==> src/rtl/adc_burst_pkg.sv <==
package adc_burst_pkg;

  typedef enum logic [1:0] {
    SEQ_IDLE,
    SEQ_WAIT,
    SEQ_ISSUE,
    SEQ_CONV
  } seqState_t;

  // strobes from control to datapath
  typedef struct packed {
    logic launch;     // pop a request, latch burst settings, slot to 0
    logic loadDelay;  // load delay counter from the programmed code
    logic countDown;  // one tick consumed
    logic issue;      // send a start to the core
    logic capture;    // result returned by the core
    logic advance;    // move to next slot
    logic finish;     // burst complete
  } seqStrobe_t;

  localparam int ADDR_CTRL  = 0;
  localparam int ADDR_DELAY = 1;

  localparam int BIT_START  = 0;
  localparam int BIT_CAL    = 1;
  localparam int BIT_SINGLE = 2;
  localparam int BIT_GAP    = 3;
  localparam int BIT_RST    = 4;
  localparam int BIT_MASK   = 5;
  localparam int BIT_CLR    = 6;
  localparam int CHAN_LSB   = 8;

endpackage

==> src/rtl/adc_burst_ctrl.sv <==
module adc_burst_ctrl
  import adc_burst_pkg::*;
(
  input  logic       clk,
  input  logic       rstN,
  input  logic       softRst,
  input  logic       tick,
  input  logic       pendValid,
  input  logic       delayZero,
  input  logic       lastSlot,
  input  logic       gapEn,
  input  logic       convDone,
  output seqStrobe_t strb,
  output logic       seqBusy
);

  seqState_t state, stateNxt;

  always_comb begin
    strb     = '0;
    stateNxt = state;
    if (!softRst) begin
      case (state)
        SEQ_IDLE: begin
          if (pendValid) begin
            strb.launch    = 1'b1;
            strb.loadDelay = 1'b1;
            stateNxt       = SEQ_WAIT;
          end
        end
        SEQ_WAIT: begin
          if (tick) begin
            if (delayZero) stateNxt = SEQ_ISSUE;
            else           strb.countDown = 1'b1;
          end
        end
        SEQ_ISSUE: begin
          strb.issue = 1'b1;
          stateNxt   = SEQ_CONV;
        end
        SEQ_CONV: begin
          if (convDone) begin
            strb.capture = 1'b1;
            if (lastSlot) begin
              strb.finish = 1'b1;
              stateNxt    = SEQ_IDLE;
            end else begin
              strb.advance = 1'b1;
              if (gapEn) begin
                strb.loadDelay = 1'b1;
                stateNxt       = SEQ_WAIT;
              end else begin
                stateNxt = SEQ_ISSUE;
              end
            end
          end
        end
        default: stateNxt = SEQ_IDLE;
      endcase
    end
  end

  always_ff @(posedge clk or negedge rstN) begin
    if (!rstN)        state <= SEQ_IDLE;
    else if (softRst) state <= SEQ_IDLE;
    else              state <= stateNxt;
  end

  assign seqBusy = (state != SEQ_IDLE);

  AST_SOFT_RST_IDLE: assert property (@(posedge clk) disable iff (!rstN)
    softRst |=> (state == SEQ_IDLE));

  AST_WAIT_NEEDS_TICK: assert property (@(posedge clk) disable iff (!rstN)
    (state == SEQ_WAIT && !tick && !softRst) |=> (state == SEQ_WAIT));

endmodule

==> src/rtl/adc_burst_dpath.sv <==
module adc_burst_dpath
  import adc_burst_pkg::*;
#(
  parameter int NUM_SLOTS   = 8,
  parameter int DATA_W      = 10,
  parameter int DELAY_W     = 8,
  parameter int QUEUE_DEPTH = 2,
  parameter int SYNC_STAGES = 2,
  parameter int REG_W       = 16
) (
  input  logic                         clk,
  input  logic                         rstN,
  input  logic                         trigIn,
  input  logic                         cfgWe,
  input  logic                         cfgAddr,
  input  logic [REG_W-1:0]             cfgWdata,
  input  logic                         convDone,
  input  logic [DATA_W-1:0]            convData,
  input  seqStrobe_t                   strb,
  input  logic                         seqBusy,
  output logic                         softRst,
  output logic                         pendValid,
  output logic                         delayZero,
  output logic                         lastSlot,
  output logic                         gapEn,
  output logic                         convStart,
  output logic [$clog2(NUM_SLOTS)-1:0] convChan,
  output logic                         convCal,
  output logic                         resWe,
  output logic [$clog2(NUM_SLOTS)-1:0] resSlot,
  output logic [DATA_W-1:0]            resData,
  output logic                         ascBit,
  output logic                         calBit,
  output logic                         doneFlag,
  output logic                         irq
);

  localparam int SLOT_W = $clog2(NUM_SLOTS);
  localparam int CNT_W  = $clog2(QUEUE_DEPTH + 1);
  localparam logic [SLOT_W-1:0] LAST_SLOT = SLOT_W'(NUM_SLOTS - 1);
  localparam logic [CNT_W-1:0]  Q_FULL    = CNT_W'(QUEUE_DEPTH);

  logic wrCtrl, wrDelay;
  assign wrCtrl  = cfgWe && (cfgAddr == 1'(ADDR_CTRL));
  assign wrDelay = cfgWe && (cfgAddr == 1'(ADDR_DELAY));

  logic unusedWdata;
  assign unusedWdata = ^{cfgWdata[7], cfgWdata[REG_W-1:CHAN_LSB+SLOT_W],
                         cfgWdata[REG_W-1:DELAY_W]};

  // programmed settings
  logic              singleCfg, maskCfg;
  logic [SLOT_W-1:0] chanCfg;
  logic [DELAY_W-1:0] delayCfg;

  always_ff @(posedge clk or negedge rstN) begin
    if (!rstN) begin
      singleCfg <= 1'b0;
      gapEn     <= 1'b0;
      maskCfg   <= 1'b0;
      chanCfg   <= '0;
      delayCfg  <= '0;
    end else begin
      if (wrCtrl) begin
        singleCfg <= cfgWdata[BIT_SINGLE];
        gapEn     <= cfgWdata[BIT_GAP];
        maskCfg   <= cfgWdata[BIT_MASK];
        chanCfg   <= cfgWdata[CHAN_LSB +: SLOT_W];
      end
      if (wrDelay) delayCfg <= cfgWdata[DELAY_W-1:0];
    end
  end

  // self-clearing core reset
  always_ff @(posedge clk or negedge rstN) begin
    if (!rstN) softRst <= 1'b0;
    else       softRst <= wrCtrl && cfgWdata[BIT_RST];
  end

  // trigger synchronizer and edge detect
  logic [SYNC_STAGES-1:0] syncQ;
  logic                   trigPrev, trigEdge;

  generate
    for (genvar i = 0; i < SYNC_STAGES; i++) begin : g_sync
      always_ff @(posedge clk or negedge rstN) begin
        if (!rstN) syncQ[i] <= 1'b0;
        else if (i == 0) syncQ[i] <= trigIn;
        else             syncQ[i] <= syncQ[(i == 0) ? 0 : i-1];
      end
    end
  endgenerate

  always_ff @(posedge clk or negedge rstN) begin
    if (!rstN) trigPrev <= 1'b0;
    else       trigPrev <= syncQ[SYNC_STAGES-1];
  end
  assign trigEdge = syncQ[SYNC_STAGES-1] && !trigPrev;

  // request queue
  logic             reqEvent, push, pop;
  logic [CNT_W-1:0] pendCnt;

  assign reqEvent  = trigEdge || (wrCtrl && cfgWdata[BIT_START]);
  assign pop       = strb.launch;
  assign push      = reqEvent && ((pendCnt != Q_FULL) || pop);
  assign pendValid = (pendCnt != '0);

  always_ff @(posedge clk or negedge rstN) begin
    if (!rstN)             pendCnt <= '0;
    else if (softRst)      pendCnt <= '0;
    else if (push && !pop) pendCnt <= pendCnt + 1'b1;
    else if (pop && !push) pendCnt <= pendCnt - 1'b1;
  end

  // burst settings latched at launch
  logic              singleRun, calRun;
  logic [SLOT_W-1:0] chanRun, slot;
  logic [DELAY_W-1:0] delayCnt;

  always_ff @(posedge clk or negedge rstN) begin
    if (!rstN) begin
      singleRun <= 1'b0;
      calRun    <= 1'b0;
      chanRun   <= '0;
      slot      <= '0;
      delayCnt  <= '0;
    end else begin
      if (strb.launch) begin
        singleRun <= singleCfg;
        calRun    <= calBit;
        chanRun   <= chanCfg;
        slot      <= '0;
      end else if (strb.advance) begin
        slot <= slot + 1'b1;
      end
      if (strb.loadDelay)      delayCnt <= delayCfg;
      else if (strb.countDown) delayCnt <= delayCnt - 1'b1;
    end
  end

  assign delayZero = (delayCnt == '0);
  assign lastSlot  = (slot == LAST_SLOT);

  // core handshake and result forwarding
  always_ff @(posedge clk or negedge rstN) begin
    if (!rstN) begin
      convStart <= 1'b0;
      convChan  <= '0;
      convCal   <= 1'b0;
      resWe     <= 1'b0;
      resSlot   <= '0;
      resData   <= '0;
    end else begin
      convStart <= strb.issue;
      convCal   <= strb.issue && calRun;
      if (strb.issue) convChan <= singleRun ? chanRun : slot;
      resWe <= strb.capture && !calRun;
      if (strb.capture) begin
        resSlot <= slot;
        resData <= convData;
      end
    end
  end

  // status bits
  always_ff @(posedge clk or negedge rstN) begin
    if (!rstN) begin
      ascBit   <= 1'b0;
      calBit   <= 1'b0;
      doneFlag <= 1'b0;
    end else begin
      if (softRst)                                   ascBit <= 1'b0;
      else if (reqEvent)                             ascBit <= 1'b1;
      else if (strb.finish && pendCnt == '0)         ascBit <= 1'b0;

      if (softRst)                     calBit <= 1'b0;
      else if (wrCtrl)                 calBit <= cfgWdata[BIT_CAL];
      else if (strb.finish && calRun)  calBit <= 1'b0;

      if (strb.finish)                         doneFlag <= 1'b1;
      else if (wrCtrl && cfgWdata[BIT_CLR])    doneFlag <= 1'b0;
    end
  end

  assign irq = doneFlag && !maskCfg;

  AST_START_PULSE: assert property (@(posedge clk) disable iff (!rstN)
    convStart |=> !convStart);

  AST_RESULT_AFTER_DONE: assert property (@(posedge clk) disable iff (!rstN)
    resWe |-> $past(convDone));

  AST_QUEUE_BOUND: assert property (@(posedge clk) disable iff (!rstN)
    pendCnt <= Q_FULL);

  AST_ASC_WHILE_BUSY: assert property (@(posedge clk) disable iff (!rstN)
    (seqBusy && !softRst) |-> ascBit);

  AST_DONE_HOLDS: assert property (@(posedge clk) disable iff (!rstN)
    (doneFlag && !(wrCtrl && cfgWdata[BIT_CLR])) |=> doneFlag);

  AST_CAL_NO_RESULT: assert property (@(posedge clk) disable iff (!rstN)
    (convDone && seqBusy && calRun) |=> !resWe);

endmodule

==> src/rtl/adc_burst_seq.sv <==
module adc_burst_seq
  import adc_burst_pkg::*;
#(
  parameter int NUM_SLOTS   = 8,
  parameter int DATA_W      = 10,
  parameter int DELAY_W     = 8,
  parameter int QUEUE_DEPTH = 2,
  parameter int SYNC_STAGES = 2,
  parameter int REG_W       = 16
) (
  input  logic                         clk,
  input  logic                         rstN,
  input  logic                         tick32k,
  input  logic                         trigIn,
  input  logic                         cfgWe,
  input  logic                         cfgAddr,
  input  logic [REG_W-1:0]             cfgWdata,
  output logic                         convStart,
  output logic [$clog2(NUM_SLOTS)-1:0] convChan,
  output logic                         convCal,
  input  logic                         convDone,
  input  logic [DATA_W-1:0]            convData,
  output logic                         resWe,
  output logic [$clog2(NUM_SLOTS)-1:0] resSlot,
  output logic [DATA_W-1:0]            resData,
  output logic                         ascBit,
  output logic                         calBit,
  output logic                         doneFlag,
  output logic                         irq,
  output logic                         coreRst
);

  seqStrobe_t strb;
  logic softRst, pendValid, delayZero, lastSlot, gapEn, seqBusy;

  adc_burst_ctrl u_ctrl (
    .clk       (clk),
    .rstN      (rstN),
    .softRst   (softRst),
    .tick      (tick32k),
    .pendValid (pendValid),
    .delayZero (delayZero),
    .lastSlot  (lastSlot),
    .gapEn     (gapEn),
    .convDone  (convDone),
    .strb      (strb),
    .seqBusy   (seqBusy)
  );

  adc_burst_dpath #(
    .NUM_SLOTS   (NUM_SLOTS),
    .DATA_W      (DATA_W),
    .DELAY_W     (DELAY_W),
    .QUEUE_DEPTH (QUEUE_DEPTH),
    .SYNC_STAGES (SYNC_STAGES),
    .REG_W       (REG_W)
  ) u_dpath (
    .clk       (clk),
    .rstN      (rstN),
    .trigIn    (trigIn),
    .cfgWe     (cfgWe),
    .cfgAddr   (cfgAddr),
    .cfgWdata  (cfgWdata),
    .convDone  (convDone),
    .convData  (convData),
    .strb      (strb),
    .seqBusy   (seqBusy),
    .softRst   (softRst),
    .pendValid (pendValid),
    .delayZero (delayZero),
    .lastSlot  (lastSlot),
    .gapEn     (gapEn),
    .convStart (convStart),
    .convChan  (convChan),
    .convCal   (convCal),
    .resWe     (resWe),
    .resSlot   (resSlot),
    .resData   (resData),
    .ascBit    (ascBit),
    .calBit    (calBit),
    .doneFlag  (doneFlag),
    .irq       (irq)
  );

  assign coreRst = softRst;

endmodule

==> config.mk <==
export PLATFORM = sky130hd
export DESIGN_NAME = adc_burst_seq
export DESIGN_NICKNAME = d
export VERILOG_FILES = /design/src/rtl/adc_burst_pkg.sv /design/src/rtl/adc_burst_ctrl.sv /design/src/rtl/adc_burst_dpath.sv /design/src/rtl/adc_burst_seq.sv
export SDC_FILE = /design/constraint.sdc
export NUM_CORES = 1
export LEC_CHECK = 0
export ABC_AREA = 1
export BUFFER_PORTS_ARGS = -buffer_cell sky130_fd_sc_hd__clkbuf_2
export CORE_MARGIN = 2
export CORE_UTILIZATION = 49
export DETAILED_ROUTE_END_ITERATION = 10
export HOLD_SLACK_MARGIN = 0.05
export PLACE_DENSITY = 0.79
export SLEW_MARGIN = 40
export SYNTH_ARGS = -nofsm -noshare
export SYNTH_HDL_FRONTEND = slang
export SYNTH_SLANG_ARGS = --single-unit
==> constraint.sdc <==
create_clock -name clk -period 2.06 [get_ports clk]
set_clock_uncertainty 0.15 [all_clocks]
set_input_delay 0.309 -clock clk [delete_from_list [all_inputs] [get_ports clk]]
set_output_delay 0.309 -clock clk [all_outputs]
set_load 0.005 [all_outputs]
After elaboration in Yosys (flattened, before gate mapping):

Index checks and enable logic that the tools add are counted.
W data, S select, Z words.

* add/sub/neg operators: 4
* reductions and logical operators: 32
* muxes and demuxes: 39
* bitwise logic cells: 1
* eq/ne operators: 9

Operators by type and width (count)
* $mux W2: 11
* $mux W1: 18
* $mux W8: 2
* $mux W3: 5
* $logic_and A1 B1 Y1: 14
* $ne A3 B2 Y1 const B: 4
* $reduce_bool A3 Y1: 3
* $logic_not A8 Y1: 1
* $pmux W2 S4: 1
* $reduce_bool A2 Y1: 4
* $sub A8 B1 Y8 const B: 1
* $mux W7: 1
* $logic_not A1 Y1: 5
* $eq A2 B2 Y1 const B: 2
* $logic_not A2 Y1: 2
* $reduce_and A4 Y1: 1
* $add A3 B1 Y3 const B: 1
* $eq A3 B3 Y1 const B: 1
* $add A2 B1 Y2 const B: 1
* $eq A2 B1 Y1 const B: 1
* $logic_or A1 B1 Y1: 2
* $ne A2 B2 Y1 const B: 1
* $pmux W1 S2: 1
* $sub A2 B1 Y2 const B: 1
* $not A1 Y1: 1

* output and inout port bits: 24
* word-level logic and storage cells: 110
* bits in registers: 60

Longest topological paths before layout:

* depth after elaboration: 12
* gate-level depth with buffers: 10

By module:

From an unflattened synthesis, not the netlist that was laid out.

* cells, all modules: 320
* area total of the unflattened synthesis: 2830.2 sq um

Modules (own cells, without submodules)
* adc_burst_dpath: instances 1, area each 2516.2 sq um, cells an instance 269, seq. area each 1451.4 sq um
* adc_burst_ctrl: instances 1, area each 314.1 sq um, cells an instance 51, seq. area each 50.0 sq um

Worst setup path after synthesis:

No wires, ideal clock.

* path kind: reg2reg
* start point: reg u_ctrl.state[0]
* end point: reg u_dpath.pendCnt[1]
* stages on the path, launching flop included: 10
* data arrival time: 1.711 ns
* data required time: 1.828 ns
* setup slack: 0.117 ns
* path buffers: 1
* library setup time: 0.082 ns
* cell sequence: dfrtp_1 inv_1 ha_1 nand3_4 buf_2 a31oi_1 ha_1 nor2_1 nand2_1 o22ai_1

* cells in the longest elaborated chain, start to end: 8
* elaborated cells between the ends (all ways): 12
* those cells by class: mux (4); reduce/logical (8)

Ends and longest elaborated chain
* start: declaration: line adc_burst_ctrl.sv:17 `seqState_t state, stateNxt;`
* start signal: assignment: line adc_burst_ctrl.sv:66 `else state <= stateNxt;`
* $logic_not A2 Y1 (*): line adc_burst_ctrl.sv:23 `case (state)`
* $mux W1 (*): line adc_burst_ctrl.sv:23
* $mux W7 (*): line adc_burst_ctrl.sv:22 `if (!softRst) begin`
* $logic_or A1 B1 Y1: line adc_burst_dpath.sv:106 `assign push = reqEvent && ((pendCnt != Q_FULL) || pop);`
* $logic_and A1 B1 Y1: line adc_burst_dpath.sv:106
* $logic_and A1 B1 Y1 or $logic_not A1 Y1 (tied branches): line adc_burst_dpath.sv:112, adc_burst_dpath.sv:113
* $mux W2 or $logic_and A1 B1 Y1 (tied branches): line adc_burst_dpath.sv:112, adc_burst_dpath.sv:113
* $mux W2 or $reduce_bool A3 Y1 (tied branches)
* end signal: assignment: line adc_burst_dpath.sv:112 `else if (push && !pop) pendCnt <= pendCnt + 1'b1;`
* end signal: assignment: line adc_burst_dpath.sv:113 `else if (pop && !push) pendCnt <= pendCnt - 1'b1;`
* end: declaration: line adc_burst_dpath.sv:102 `logic [CNT_W-1:0] pendCnt;`

Mark *: on every way between the ends. The rest lies on a longest branch, timed or not.
A chain may end at the register's enable or synchronous reset.

Worst setup path after layout:

* start point: reg u_ctrl.state[0]
* end point: reg u_dpath.delayCnt[5]

* cells in the longest elaborated chain, start to end: 4
* elaborated cells between the ends (all ways): 8
* those cells by class: eq/ne (2); mux (4); reduce/logical (2)

Ends and longest elaborated chain
* $eq A2 B2 Y1, or another cell as far along: line adc_burst_ctrl.sv:23
* $pmux W1 S2 or $mux W1 (tied branches): line adc_burst_ctrl.sv:23
* $mux W7 (*): line adc_burst_ctrl.sv:22
* $mux W8 or $reduce_bool A2 Y1 (tied branches)
* end signal: assignment: line adc_burst_dpath.sv:137 `if (strb.loadDelay) delayCnt <= delayCfg;`
* end signal: assignment: line adc_burst_dpath.sv:138 `else if (strb.countDown) delayCnt <= delayCnt - 1'b1;`
* end: declaration: line adc_burst_dpath.sv:119 `logic [DELAY_W-1:0] delayCnt;`

Marks and branches as above.

==> results.yml <==
run_status:
  status: "finished, final reports clean"
cts:
  clockBufferDepth: 2
  clockRootBuffer: "clkbuf_8"
  tritoncts: "yes"
  clk_pin_slew_ns: 0.07
  cts_max_level: 3
  cts_sinks: 60
  numCtsBuffers: 9
  clkLatencyLatePin_ns: 0.34
cells_and_area:
  num-fill-cells: 454
  layout.nets: 451
  synthToLayoutAreaGrowth_pct: 27.8
  drive_above_1_share_pct: 21.0
  antennaDiodeCount: 0
  final_core_util_pct: 65.4
yosys:
  yosys_warnings: 0
  synthMuxAreaShare_pct: 1.59
  syn_inst: 330
  synth_compound_area_share_pct: 7.85
  synth_top_cell_by_area: "dfrtp_1"
  synth-simple-area-share_pct: 26.6
  yosysSeqAreaShare_pct: 52.9
  synth_area_leaders: "dfrtp_1, nand2_1, o21ai_0, inv_1, nand3_1"
  yosysUniqueCellTypes: 29
  yosysMostFrequentCell: "nand2_1"
  synth_ff_type: "dfrtp_1"
  synthXorXnorAreaFrac_pct: 1.24
  ys_ff_latch: 60
  synth_top_family_by_area: "simple AND/OR/NAND/NOR gates"
  synth_adder_area_share_pct: 3.97
  async_reset_ff_share_pct: 100
  synth.top_cell.area_share_pct: 52.9
  synth_area_um2: 2840
  synth_edf_count: 0
  netlist_top_cells_count: "nand2_1, dfrtp_1, inv_1"
  syn_area_per_cell_um2: 8.60
  syn_nets: 372
critical_path:
  crit_fanout: 10
  crit_required_ns: 2.19
  arrival_ns: 2.02
  end_kind: "flop"
  critPathKind: "flop to flop"
  cp-start-kind: "flop"
route:
  wl_per_cell_um: 12.3
  viasPerCell: 4.86
  vias: 2360
  drt_wl_total_um: 6000
  first_iter_violations: 103
  drc: 0
  firstDrtPassIters: 5
  antenna_left: 0
power:
  ir_drop_uv: 802
  powerDensity_nw_per_um2: 1430
  leakage_uw: 0.00191
global_route:
  grt_use_total_pct: 21.4
  antenna_found_initial: 0
  grt_pass1_wl_um: 10300
  grt_max_degree: 22
  grt_pass1_vias: 2296
  grt_overflow: 0
timing:
  fin_hold_ws_ns: 0.0709
  tightest_slew_ns: 0.598
  fmax_mhz: 529
  fin_crit_ns: 1.89
  maxSlewHeadroom_pct: 60.1
  period_share_pct: 91.7
  hold_violations: 0
  finalMaxSlewViolations: 0
  setup_viol: 0
die:
  row_count: 27
  ios: 57
  core_area_um2: 5540
  die_y_um: 80.1
  initial_core_util_pct: 51.2
  die_area_um2: 6410
  fp.dieW_um: 80.1
place:
  port_buffers: 51
  place.gp.congestion: 0.833
  hpwl_um: 4180
run:
  drv_cap: 0
hold_path:
  hold_path.class: "input pin to flop"
cells in the final DEF, fill, tap and decap left out, types with 5 or more instances in the layout:
cell / n
nand2_1: 111
dfrtp_1: 59
clkbuf_2: 51
inv_1: 34
o21ai_0: 27
nor2_1: 23
nand3_1: 23
dlygate4sd3_1: 15
clkbuf_8: 9
a21oi_1: 8
ha_1: 8
buf_4: 5
where the power goes:
part / switching (uW) / internal (uW) / leakage, uW / total [uW]
logic: 1210 / 818 / 0.00106 / 2030
registers: 289 / 1580 / 0.000742 / 1870
clock network: 459 / 805 / 0.000111 / 1260
layout make-up:
cell class	instances	area [um^2]	area share, %
clock inverter	4	97.6	2.69
timing repair buffer	73	483	13.3
tap	72	90.1	2.49
sequential	60	1500	41.5
inverter	37	144	3.97
multi-input combinational	228	1170	32.3
clock buffer	12	135	3.73
cell families (layout without fill, tap and decap cells):
kind of cell    after synthesis  after routing
simple gates                169            169
flops                        60             60
compound gates               42             42
buf+inv                      42            126
fa+ha+maj                     9              9
xor+xnor                      4              4
mux                           4              4
routing by layer:
metal	GRT usage [%]	vias up	wire length, um
met5	0	-	0
met4	9.66	0	101
met3	4.72	11	284
met2	33.5	54	2780
met1	28.6	1083	2840
li1	-	1212	-
sequential cells by signal (all words and copies together), names as in the netlist, 2 cells and up:
register          flops
u_dpath.resData      10
u_dpath.delayCfg      8
u_dpath.delayCnt      8
u_dpath.chanCfg       3
u_dpath.chanRun       3
u_dpath.convChan      3
u_dpath.resSlot       3
u_dpath.slot          3
u_ctrl.state          2
u_dpath.pendCnt       2
u_dpath.syncQ         2
repair_timing:
item | 4_1_cts | 5_1_grt
hold buffers | 15 | 0
endpoints found under the setup margin | 0 | 1
buffers inserted | 0 | 0
endpoints found under the hold margin | 32 | 0
resized for setup | 0 | 2
through the flow:
stage / area [um^2] / worst slack, ns / cells / setup TNS (ns) / power (uW)
global placement: 3240 / 0.243 / 455 / 0 / 3800
CTS: 3620 / 0.144 / 486 / 0 / 5170
detailed placement: 3240 / 0.182 / 455 / 0 / 3870
global route: 3620 / -0.0130 / 486 / -0.0130 / 5610
floorplan: 2840 / 0.117 / 330 / 0 / 3300
finish: 3620 / 0.170 / 486 / 0 / 5170
worst paths after layout:
path	start	slack, ns	depth (start not counted)	to
worst max-delay path	u_ctrl.state[0]$_DFFE_PN0P_	0.17	8	u_dpath.delayCnt[5]$_DFFE_PN0P_
worst min-delay path	cfgWdata[5]	0.07	3	u_dpath.delayCfg[5]$_DFFE_PN0P_
worst max register to register	u_ctrl.state[0]$_DFFE_PN0P_	0.17	8	u_dpath.delayCnt[5]$_DFFE_PN0P_
worst min register to register	u_dpath.syncQ[0]$_DFF_PN0_	0.20	0	u_dpath.syncQ[1]$_DFF_PN0_
max in group asynchronous	rstN	0.89	3	u_dpath.slot[0]$_DFFE_PN0P_
min in group asynchronous	rstN	0.36	2	u_ctrl.state[1]$_DFFE_PN0P_
worst max-delay path: stages, from the launching register on:
cell and delay [ns]:
dfrtp_1 0.46, inv_1 0.11, ha_2 0.33, clkinv_1 0.27, nand2_8 0.23, nand2_8 0.09
inv_6 0.08, nand2_1 0.06, nand2_1 0.06
Note: power is estimated with default switching activity, not from simulation.
